--- src/rtl/bwd_pkg.sv ---
package bwd_pkg;

    typedef enum logic {
        WD_MONITOR = 1'b0,
        WD_RECOVER = 1'b1
    } wd_state_e;

    typedef struct packed {
        logic scl;
        logic sda;
    } bus_lines_t;

    function automatic logic lines_high(input bus_lines_t l);
        return l.scl && l.sda;
    endfunction

    function automatic int unsigned cnt_width(input int unsigned limit);
        return $clog2(limit) + 1;
    endfunction

endpackage

--- src/rtl/bwd_limit_timer.sv ---
module bwd_limit_timer #(
    parameter int unsigned LIMIT = 16
) (
    input  logic clk,
    input  logic rst,
    input  logic run,
    output logic hit
);
    localparam int unsigned CW = bwd_pkg::cnt_width(LIMIT);
    localparam logic [CW-1:0] LAST = CW'(LIMIT - 1);

    logic [CW-1:0] cnt;

    assign hit = run && (cnt == LAST);

    always_ff @(posedge clk) begin
        if (rst || !run || hit) cnt <= '0;
        else                    cnt <= cnt + 1'b1;
    end
endmodule

--- src/rtl/bwd_line_monitor.sv ---
module bwd_line_monitor
    import bwd_pkg::*;
(
    input  logic       clk,
    input  logic       rst,
    input  bus_lines_t now,
    input  logic       start_det,
    input  logic       stop_det,
    output logic       activity,
    output logic       scl_rise
);
    bus_lines_t prev;

    always_ff @(posedge clk) begin
        if (rst) prev <= '{scl: 1'b1, sda: 1'b1};
        else     prev <= now;
    end

    assign activity = (now != prev) || start_det || stop_det;
    assign scl_rise = !prev.scl && now.scl;
endmodule

--- src/rtl/bwd_stretch_guard.sv ---
module bwd_stretch_guard #(
    parameter int unsigned STRETCH_CYC = 1250000
) (
    input  logic clk,
    input  logic rst,
    input  logic enable,
    input  logic open_win,
    input  logic scl_rise,
    input  logic stretch_req,
    output logic scl_hold,
    output logic stretch_ok,
    output logic stretch_timeout
);
    logic win;
    logic limit_hit;

    assign stretch_ok = win && enable;
    assign scl_hold   = stretch_req && stretch_ok;

    bwd_limit_timer #(.LIMIT(STRETCH_CYC)) u_hold_timer (
        .clk (clk),
        .rst (rst),
        .run (scl_hold),
        .hit (limit_hit)
    );

    always_ff @(posedge clk) begin
        if (rst) begin
            win             <= 1'b0;
            stretch_timeout <= 1'b0;
        end else begin
            stretch_timeout <= limit_hit;
            if (!enable || limit_hit) win <= 1'b0;
            else if (open_win)        win <= 1'b1;
            else if (scl_rise)        win <= 1'b0;
        end
    end
endmodule

--- src/rtl/bus_watchdog.sv ---
module bus_watchdog
    import bwd_pkg::*;
#(
    parameter int unsigned LOCKUP_CYC  = 1750000,
    parameter int unsigned STRETCH_CYC = 1250000,
    parameter int unsigned IDLE_CYC    = 250000000
) (
    input  logic clk,
    input  logic rst,
    input  logic scl_in,
    input  logic sda_in,
    input  logic start_det,
    input  logic stop_det,
    input  logic ack_done,
    input  logic stretch_req,
    output logic scl_hold,
    output logic stretch_ok,
    output logic stretch_timeout,
    output logic abort_pulse,
    output logic reinit_pulse,
    output logic bus_release
);
    wd_state_e  state;
    bus_lines_t lines;
    logic       activity, scl_rise;
    logic       monitoring;
    logic       stuck_low, lock_hit, idle_hit;

    assign lines       = '{scl: scl_in, sda: sda_in};
    assign monitoring  = (state == WD_MONITOR);
    assign bus_release = (state == WD_RECOVER);

    bwd_line_monitor u_lines (
        .clk       (clk),
        .rst       (rst),
        .now       (lines),
        .start_det (start_det),
        .stop_det  (stop_det),
        .activity  (activity),
        .scl_rise  (scl_rise)
    );

    bwd_stretch_guard #(.STRETCH_CYC(STRETCH_CYC)) u_stretch (
        .clk             (clk),
        .rst             (rst),
        .enable          (monitoring),
        .open_win        (ack_done || start_det),
        .scl_rise        (scl_rise),
        .stretch_req     (stretch_req),
        .scl_hold        (scl_hold),
        .stretch_ok      (stretch_ok),
        .stretch_timeout (stretch_timeout)
    );

    // own stretch is excluded from the stuck-line measure
    assign stuck_low = !sda_in || (!scl_in && !scl_hold);

    bwd_limit_timer #(.LIMIT(LOCKUP_CYC)) u_lock_timer (
        .clk (clk),
        .rst (rst),
        .run (monitoring && stuck_low),
        .hit (lock_hit)
    );

    bwd_limit_timer #(.LIMIT(IDLE_CYC)) u_idle_timer (
        .clk (clk),
        .rst (rst),
        .run (monitoring && !activity),
        .hit (idle_hit)
    );

    always_ff @(posedge clk) begin
        if (rst) begin
            state        <= WD_MONITOR;
            abort_pulse  <= 1'b0;
            reinit_pulse <= 1'b0;
        end else begin
            abort_pulse  <= lock_hit;
            reinit_pulse <= idle_hit && !lock_hit;
            case (state)
                WD_MONITOR: if (lock_hit)           state <= WD_RECOVER;
                WD_RECOVER: if (lines_high(lines))  state <= WD_MONITOR;
                default:                            state <= WD_MONITOR;
            endcase
        end
    end
endmodule

--- config.mk ---
export PLATFORM = sky130hd
export DESIGN_NAME = bus_watchdog
export DESIGN_NICKNAME = d
export VERILOG_FILES = /design/src/rtl/bwd_pkg.sv /design/src/rtl/bwd_limit_timer.sv /design/src/rtl/bwd_line_monitor.sv /design/src/rtl/bwd_stretch_guard.sv /design/src/rtl/bus_watchdog.sv
export SDC_FILE = /design/constraint.sdc
export NUM_CORES = 1
export LEC_CHECK = 0
export CORE_MARGIN = 3
export CORE_UTILIZATION = 60
export CTS_BUF_LIST = sky130_fd_sc_hd__clkbuf_4 sky130_fd_sc_hd__clkbuf_8
export DETAILED_ROUTE_END_ITERATION = 12
export PLACE_DENSITY = 0.79
export SYNTH_ARGS = -nofsm -noshare
export SYNTH_HDL_FRONTEND = slang
export SYNTH_SLANG_ARGS = --single-unit
--- constraint.sdc ---
create_clock -name clk -period 2.42 [get_ports clk]
set_input_delay 0.363 -clock clk [delete_from_list [all_inputs] [get_ports clk]]
set_output_delay 0.363 -clock clk [all_outputs]
set_load 0.05 [all_outputs]
==> Word level (Yosys, flattened, before mapping) <==
Index checks and enable logic that the tools add are counted.
Widths: inputs -> output; s select.
{ "totals": {"reg_bits": 80, "latch_bits": 0, "ram_bits": 0, "rom_bits": 0, "elab_cells": 55, "n_memories": 0} }
{ "op_classes": {"add_sub_neg": 3, "mul": 0, "div": 0, "n_lt_le_gt_ge": 0, "eq_ne": 4, "shift": 0, "muxes": 5, "bitwise_logic": 1, "reduce_logical": 32} }
{ "ops": {"columns": ["operator", "n"], "rows": [
  ["$add 22x1->22 const B", 2],
  ["$eq 22x21->1 const B", 2],
  ["$add 29x1->29 const B", 1],
  ["$eq 29x28->1 const B", 1],
  ["$logic_and 1x1->1", 11],
  ["$logic_or 1x1->1", 11],
  ["$logic_not 1->1", 8],
  ["$mux 1", 4],
  ["$ne 2x2->1", 1],
  ["$pmux 1 s2", 1],
  ["$reduce_bool 2->1", 1],
  ["$reduce_or 2->1", 1],
  ["$not 1->1", 1]
]} }

==> Longest topological paths before layout <==
{ "logic_depth": {"depth_word": 10, "mapped_depth": 7, "ltp_nobuf": 6} }

==> Cells and area by module <==
From an unflattened synthesis, not the netlist that was laid out.
{ "unflattened": {"cells_unflattened": 439, "area_unflattened_um2": 3908.7} }
{ "by_module_without_submodules": {"columns": ["mod", "instances", "cells_per_inst", "area_each_um2", "seq_area_each_um2"], "rows": [
  ["bwd_limit_timer (u_idle_timer)", 1, 172, 1514.0, 580.6],
  ["bwd_limit_timer (u_stretch.u_hold_timer)", 1, 118, 1066.0, 440.4],
  ["bwd_limit_timer (u_lock_timer)", 1, 120, 1049.8, 440.4],
  ["bus_watchdog", 1, 12, 111.4, 60.1],
  ["bwd_line_monitor", 1, 9, 86.3, 40.0],
  ["bwd_stretch_guard", 1, 8, 81.3, 40.0]
]} }

==> Worst setup path before layout <==
Ideal clock, no wire load.
{ "synth_timing": {"path_kind": "reg-to-reg", "startpoint": "reg state (netlist: bus_release)", "endpoint": "reg u_stretch.u_hold_timer.cnt[15]", "arrival_time_ns": 2.397, "setup_slack_ns": -0.047, "stages_incl_launch_ff": 7, "period_less_slack_ns": 2.467, "cell_sequence": "dfxtp_1 -> nor2b_1 -> nand2_1 -> inv_1 -> o311ai_1 -> clkbuf_1 -> a21oi_1"} }
{ "synth_via": {"elab_chain_len": 6} }
{ "synth_lines": {"columns": ["element", "line_no", "text"], "rows": [
  ["from (decl)", "bus_watchdog.sv:23", "wd_state_e state;"],
  ["from (signal assigned)", "bus_watchdog.sv:74", "state <= WD_MONITOR;"],
  ["from (signal assigned)", "bus_watchdog.sv:81", "WD_MONITOR: if (lock_hit) state <= WD_RECOVER;"],
  ["from (signal assigned)", "bus_watchdog.sv:82", "WD_RECOVER: if (lines_high(lines)) state <= WD_MONITOR;"],
  ["$not 1->1 (*)", null, null],
  ["$logic_and 1x1->1 (*)", "bwd_stretch_guard.sv:17", "assign stretch_ok = win && enable;"],
  ["named net stretch_ok", "bus_watchdog.sv:17", "output logic stretch_ok,"],
  ["$logic_and 1x1->1 (*)", "bwd_stretch_guard.sv:18", "assign scl_hold = stretch_req && stretch_ok;"],
  ["named net scl_hold", "bus_watchdog.sv:16", "output logic scl_hold,"],
  ["$logic_not 1->1", "bwd_limit_timer.sv:17", "if (rst || !run || hit) cnt <= '0;"],
  ["$logic_or 1x1->1", "bwd_limit_timer.sv:17", null],
  ["$logic_or 1x1->1 (*)", "bwd_limit_timer.sv:17", null],
  ["to (signal assigned)", "bwd_limit_timer.sv:18", "else cnt <= cnt + 1'b1;"],
  ["to (decl)", "bwd_limit_timer.sv:12", "logic [CW-1:0] cnt;"]
]} }
Mark *: on every way through the listed nets, which the timed path passes. The rest lies on a longest branch.
A chain may end at the register's enable or synchronous reset.

==> Worst setup path in the final report <==
{ "layout_timing": {"startpoint": "reg u_idle_timer.cnt[14]", "endpoint": "reg u_idle_timer.cnt[28]"} }
{ "layout_via": {"elab_chain_len": 3} }
{ "layout_lines": {"columns": ["element", "line_no"], "rows": [
  ["from (decl)", "bwd_limit_timer.sv:12"],
  ["from (signal assigned)", "bwd_limit_timer.sv:18"],
  ["branches (longest 3 deep; another with $add 29x1->29)", null]
]} }
Parallel ways; which one is timed is not known.

==> metrics.md <==
| Metric | Value |
|---|---|
| Status | `completed` |
| Max FO, Critical Path | `16` |
| Unrepaired setup endpoints after global routing | `false` |
| Final nets | `452` |
| Post-synth EDFFs | `0` |
| Crit path required time | `2680 ps` |
| Share of the synthesized area in the top cell type | `42.6%` |
| Cells after Synth | `425` |
| R2r setup slk | `140 ps` |
| Crit path launch type | `flop` |
| Ratio of cells with drive above 1 in the final layout | `9.68%` |
| Crit Path Category | `reg -> reg` |
| Num Clock Sinks | `80` |
| Max Root-Sink Buffers | `2` |
| Yosys cell types | `46` |
| Fmax | `0.439 GHz` |
| CTS root buf | `clkbuf_8` |
| Most frequent CP cell | `or4_1` |
| Crit-path slowest cell | `or4_1` |
| Crit path capture | `u_idle_timer.cnt[28]$_SDFF_PP0_` |
| Reg2Reg Capture Point | `u_idle_timer.cnt[28]$_SDFF_PP0_` |
| Clock skew | `about 11 ps` |
| CTS buffer count | `9` |
| Setup Buffers After CTS | `0` |
| Core ar. | `0.00599 mm2` |
| Number of global-route vias before repair | `approximately 3000` |
| Drt wl/cell | `14.8 um` |
| Critical R2R Launch | `u_idle_timer.cnt[14]$_SDFF_PP0_` |
| Commonest non-fill, non-tap cell in the layout | `dfxtp_1` |
| Register area share after synthesis | `42.6%` |
| Final WL | `7670 um` |
| Global-route usage over all layers | `22.9%` |
| Largest net degree at the start of global routing | `30` |
| Mean post-synth cell area | `8.85 um2` |
| Setup TNS | `0 ps` |
| Crit path from | `u_idle_timer.cnt[14]$_SDFF_PP0_` |
| Skew-Pair Late Insertion Delay | `340 ps` |
| Peak supply drop | `389 uV` |
| Ys async rst share | `0%` |
| Congestion Overflow GR | `0` |
| Buffers added on ports | `13` |
| H-Tree Depth | `3` |
| MaxCap Viol Count | `0` |
| Final count of pins violating max slew | `0` |
| Die area | `0.00725 mm2` |
| R2R depth | `4` |
| Critical Path, Cell by Cell | `nand3_2, or4_1, or4_1, a211oi_1` |
| First-pass GRT wire length | `13700 um` |
| Top Family by Delay on Critical Path | `simple AND/OR/NAND/NOR gates` |
| Setup violations, final | `0` |
| Gpl congestion | `0.815` |
| CP Buf/Inv Count | `0` |
| CTS-repair resized insts | `0` |
| Leak | `roughly 1.3 nW` |
| Detail Route Antenna Nets | `0` |
| Delay of the slowest critical-path stage | `approximately 740 ps` |
| Final hold violation count | `0` |
| Die W | `85.2 um` |
| Tcrit/Tclk final | `between 90% and 100%` |
| Syn nets | `437` |
| # IOs | `14` |
| Hold Crit Class | `reg -> reg` |
| Cts hold-fix bufs | `0` |
| CP endpoint kind | `flop` |
| Most frequent cells in the layout | `dfxtp_1 (80), nor3_1 (26), nand2_1 (25), nor2_1 (23)` |
| Die height | `85.2 um` |
| Initial DRC Count | `128` |
| Pwr/cell area | `579 mW/mm2` |
| Area leader, netlist | `dfxtp_1` |
| FF+latch count, synth | `80` |
| Synth Warn # | `0` |
| Setup WS post-layout | `144 ps` |
| FP Rows | `28` |
| Fill count | `between 400 and 500` |
| Antenna violations before repair | `0` |
| Drt drc | `0` |
| Hpwl dp | `5430 um` |
| P&R area growth vs syn | `11.9%` |
| Via count | `3239` |
| Synthesized cell area | `0.00376 mm2` |
| Critical path depth | `4` |
| CTS tree | `yes` |
| Critical Path AT | `2530 ps` |
| Clock-pin transition on the worst setup and hold timing paths | `80 ps` |
| DR vias/cell | `approximately 6.2` |
| Drt pass-1 iters | `4` |
| Main area contributors after synthesis | `dfxtp_1 (43%), xor2_1 (4.4%), a211oi_1 (4.4%)` |
| Relative slew slack | `57.7%` |
| Initial Utilization | `62.8%` |
| Diodes inserted | `0` |
| Slew @ Worst Pin | `between 600 and 700 ps` |
| Crit path time final | `2280 ps` |
| Place WS | `about 64 ps` |
| Top FF cell, synth | `dfxtp_1` |
## area by class of cell
type | instances | area, um2 | share of cell area, %
Tap cell | 75 | 93.8 | 2.23
Multi-Input combinational cell | 309 | 2030 | 48.2
Clock buffer | 11 | 139 | 3.30
Sequential cell | 80 | 1600 | 38.0
Inverter | 14 | 52.6 | 1.25
Clock inverter | 4 | 70.1 | 1.66
Timing Repair Buffer | 26 | 225 | 5.35
## registers in the layout, indices dropped and copies added, names as in the netlist
register,count
abort_pulse,1
bus_release,1
reinit_pulse,1
u_idle_timer.cnt,29
u_lines.prev,2
u_lock_timer.cnt,22
u_stretch.stretch_timeout,1
u_stretch.u_hold_timer.cnt,22
u_stretch.win,1
## cells by family after synthesis
logic type	count (synthesis)	share of synthesized area (%)
xor gates and xnor gates	35	8.15
AOI/OAI and AO/OA	72	12.8
and+or+nand+nor	197	30.9
buffers and inverters	36	3.89
muxes	1	0.266
DFF	80	42.6
adders and majority gates	4	1.33
## cells in the mapped netlist (2+ instances only)
cell	instances
dfxtp_1	80
nor3_1	27
nand2_1	25
nor2_1	23
a211oi_1	22
nand3_1	22
or4_1	19
xor2_1	19
clkbuf_1	18
nand4_1	17
xnor2_1	16
o21ai_0	15
o31ai_1	15
or3_1	15
inv_1	14
a21oi_1	12
and4_1	12
and3_1	6
nor4b_1	6
ha_1	4
nor3b_1	4
nor4_1	4
or2_2	3
or4b_2	3
and2_1	2
buf_2	2
## worst min-delay path by stage
stage	from	to	slack, ps	cells after the start
6_report	u_stretch.u_hold_timer.cnt[0]$_SDFF_PP0_	u_stretch.u_hold_timer.cnt[0]$_SDFF_PP0_	470	1
5_1_grt	u_idle_timer.cnt[0]$_SDFF_PP0_	u_idle_timer.cnt[0]$_SDFF_PP0_	510	1
4_1_cts	u_stretch.u_hold_timer.cnt[0]$_SDFF_PP0_	u_stretch.u_hold_timer.cnt[0]$_SDFF_PP0_	480	1
3_5_place_dp	u_stretch.u_hold_timer.cnt[0]$_SDFF_PP0_	u_stretch.u_hold_timer.cnt[0]$_SDFF_PP0_	460	1
3_3_place_gp	u_stretch.u_hold_timer.cnt[0]$_SDFF_PP0_	u_stretch.u_hold_timer.cnt[0]$_SDFF_PP0_	450	1
2_1_floorplan	u_stretch.u_hold_timer.cnt[0]$_SDFF_PP0_	u_stretch.u_hold_timer.cnt[0]$_SDFF_PP0_	430	1
## per-stage QoR
step                      util (%)  total power [W]  hold WS (ps)  cells  instance area, um2
after floorplan                  -          0.00140           426    425                3760
after global routing          70.3          0.00252           513    519                4210
after detailed placement      66.8          0.00143           458    504                4000
final                         70.3          0.00244           473    519                4210
after global placement        66.8          0.00143           446    504                4000
after CTS                     70.3          0.00246           475    519                4210
## metal layers
metal  vias up  GRT usage (%)  share of wire (%)  routed length (um)
met5         -              0                  0                   0
met4         0           11.5                2.2                 165
met3        14           4.08                4.4                 334
met2        64           35.9                 46                3560
met1      1535           30.2                 47                3610
li1       1626              -                  -                   -
## where the power goes
group | switching [W] | leakage, nW | internal, W
logic | 0.0000391 | 0.503 | 0.0000281
clock network | 0.000448 | 0.110 | 0.000595
registers | 0.00000601 | 0.646 | 0.00132
No activity file was read; power rests on OpenSTA's default activity.
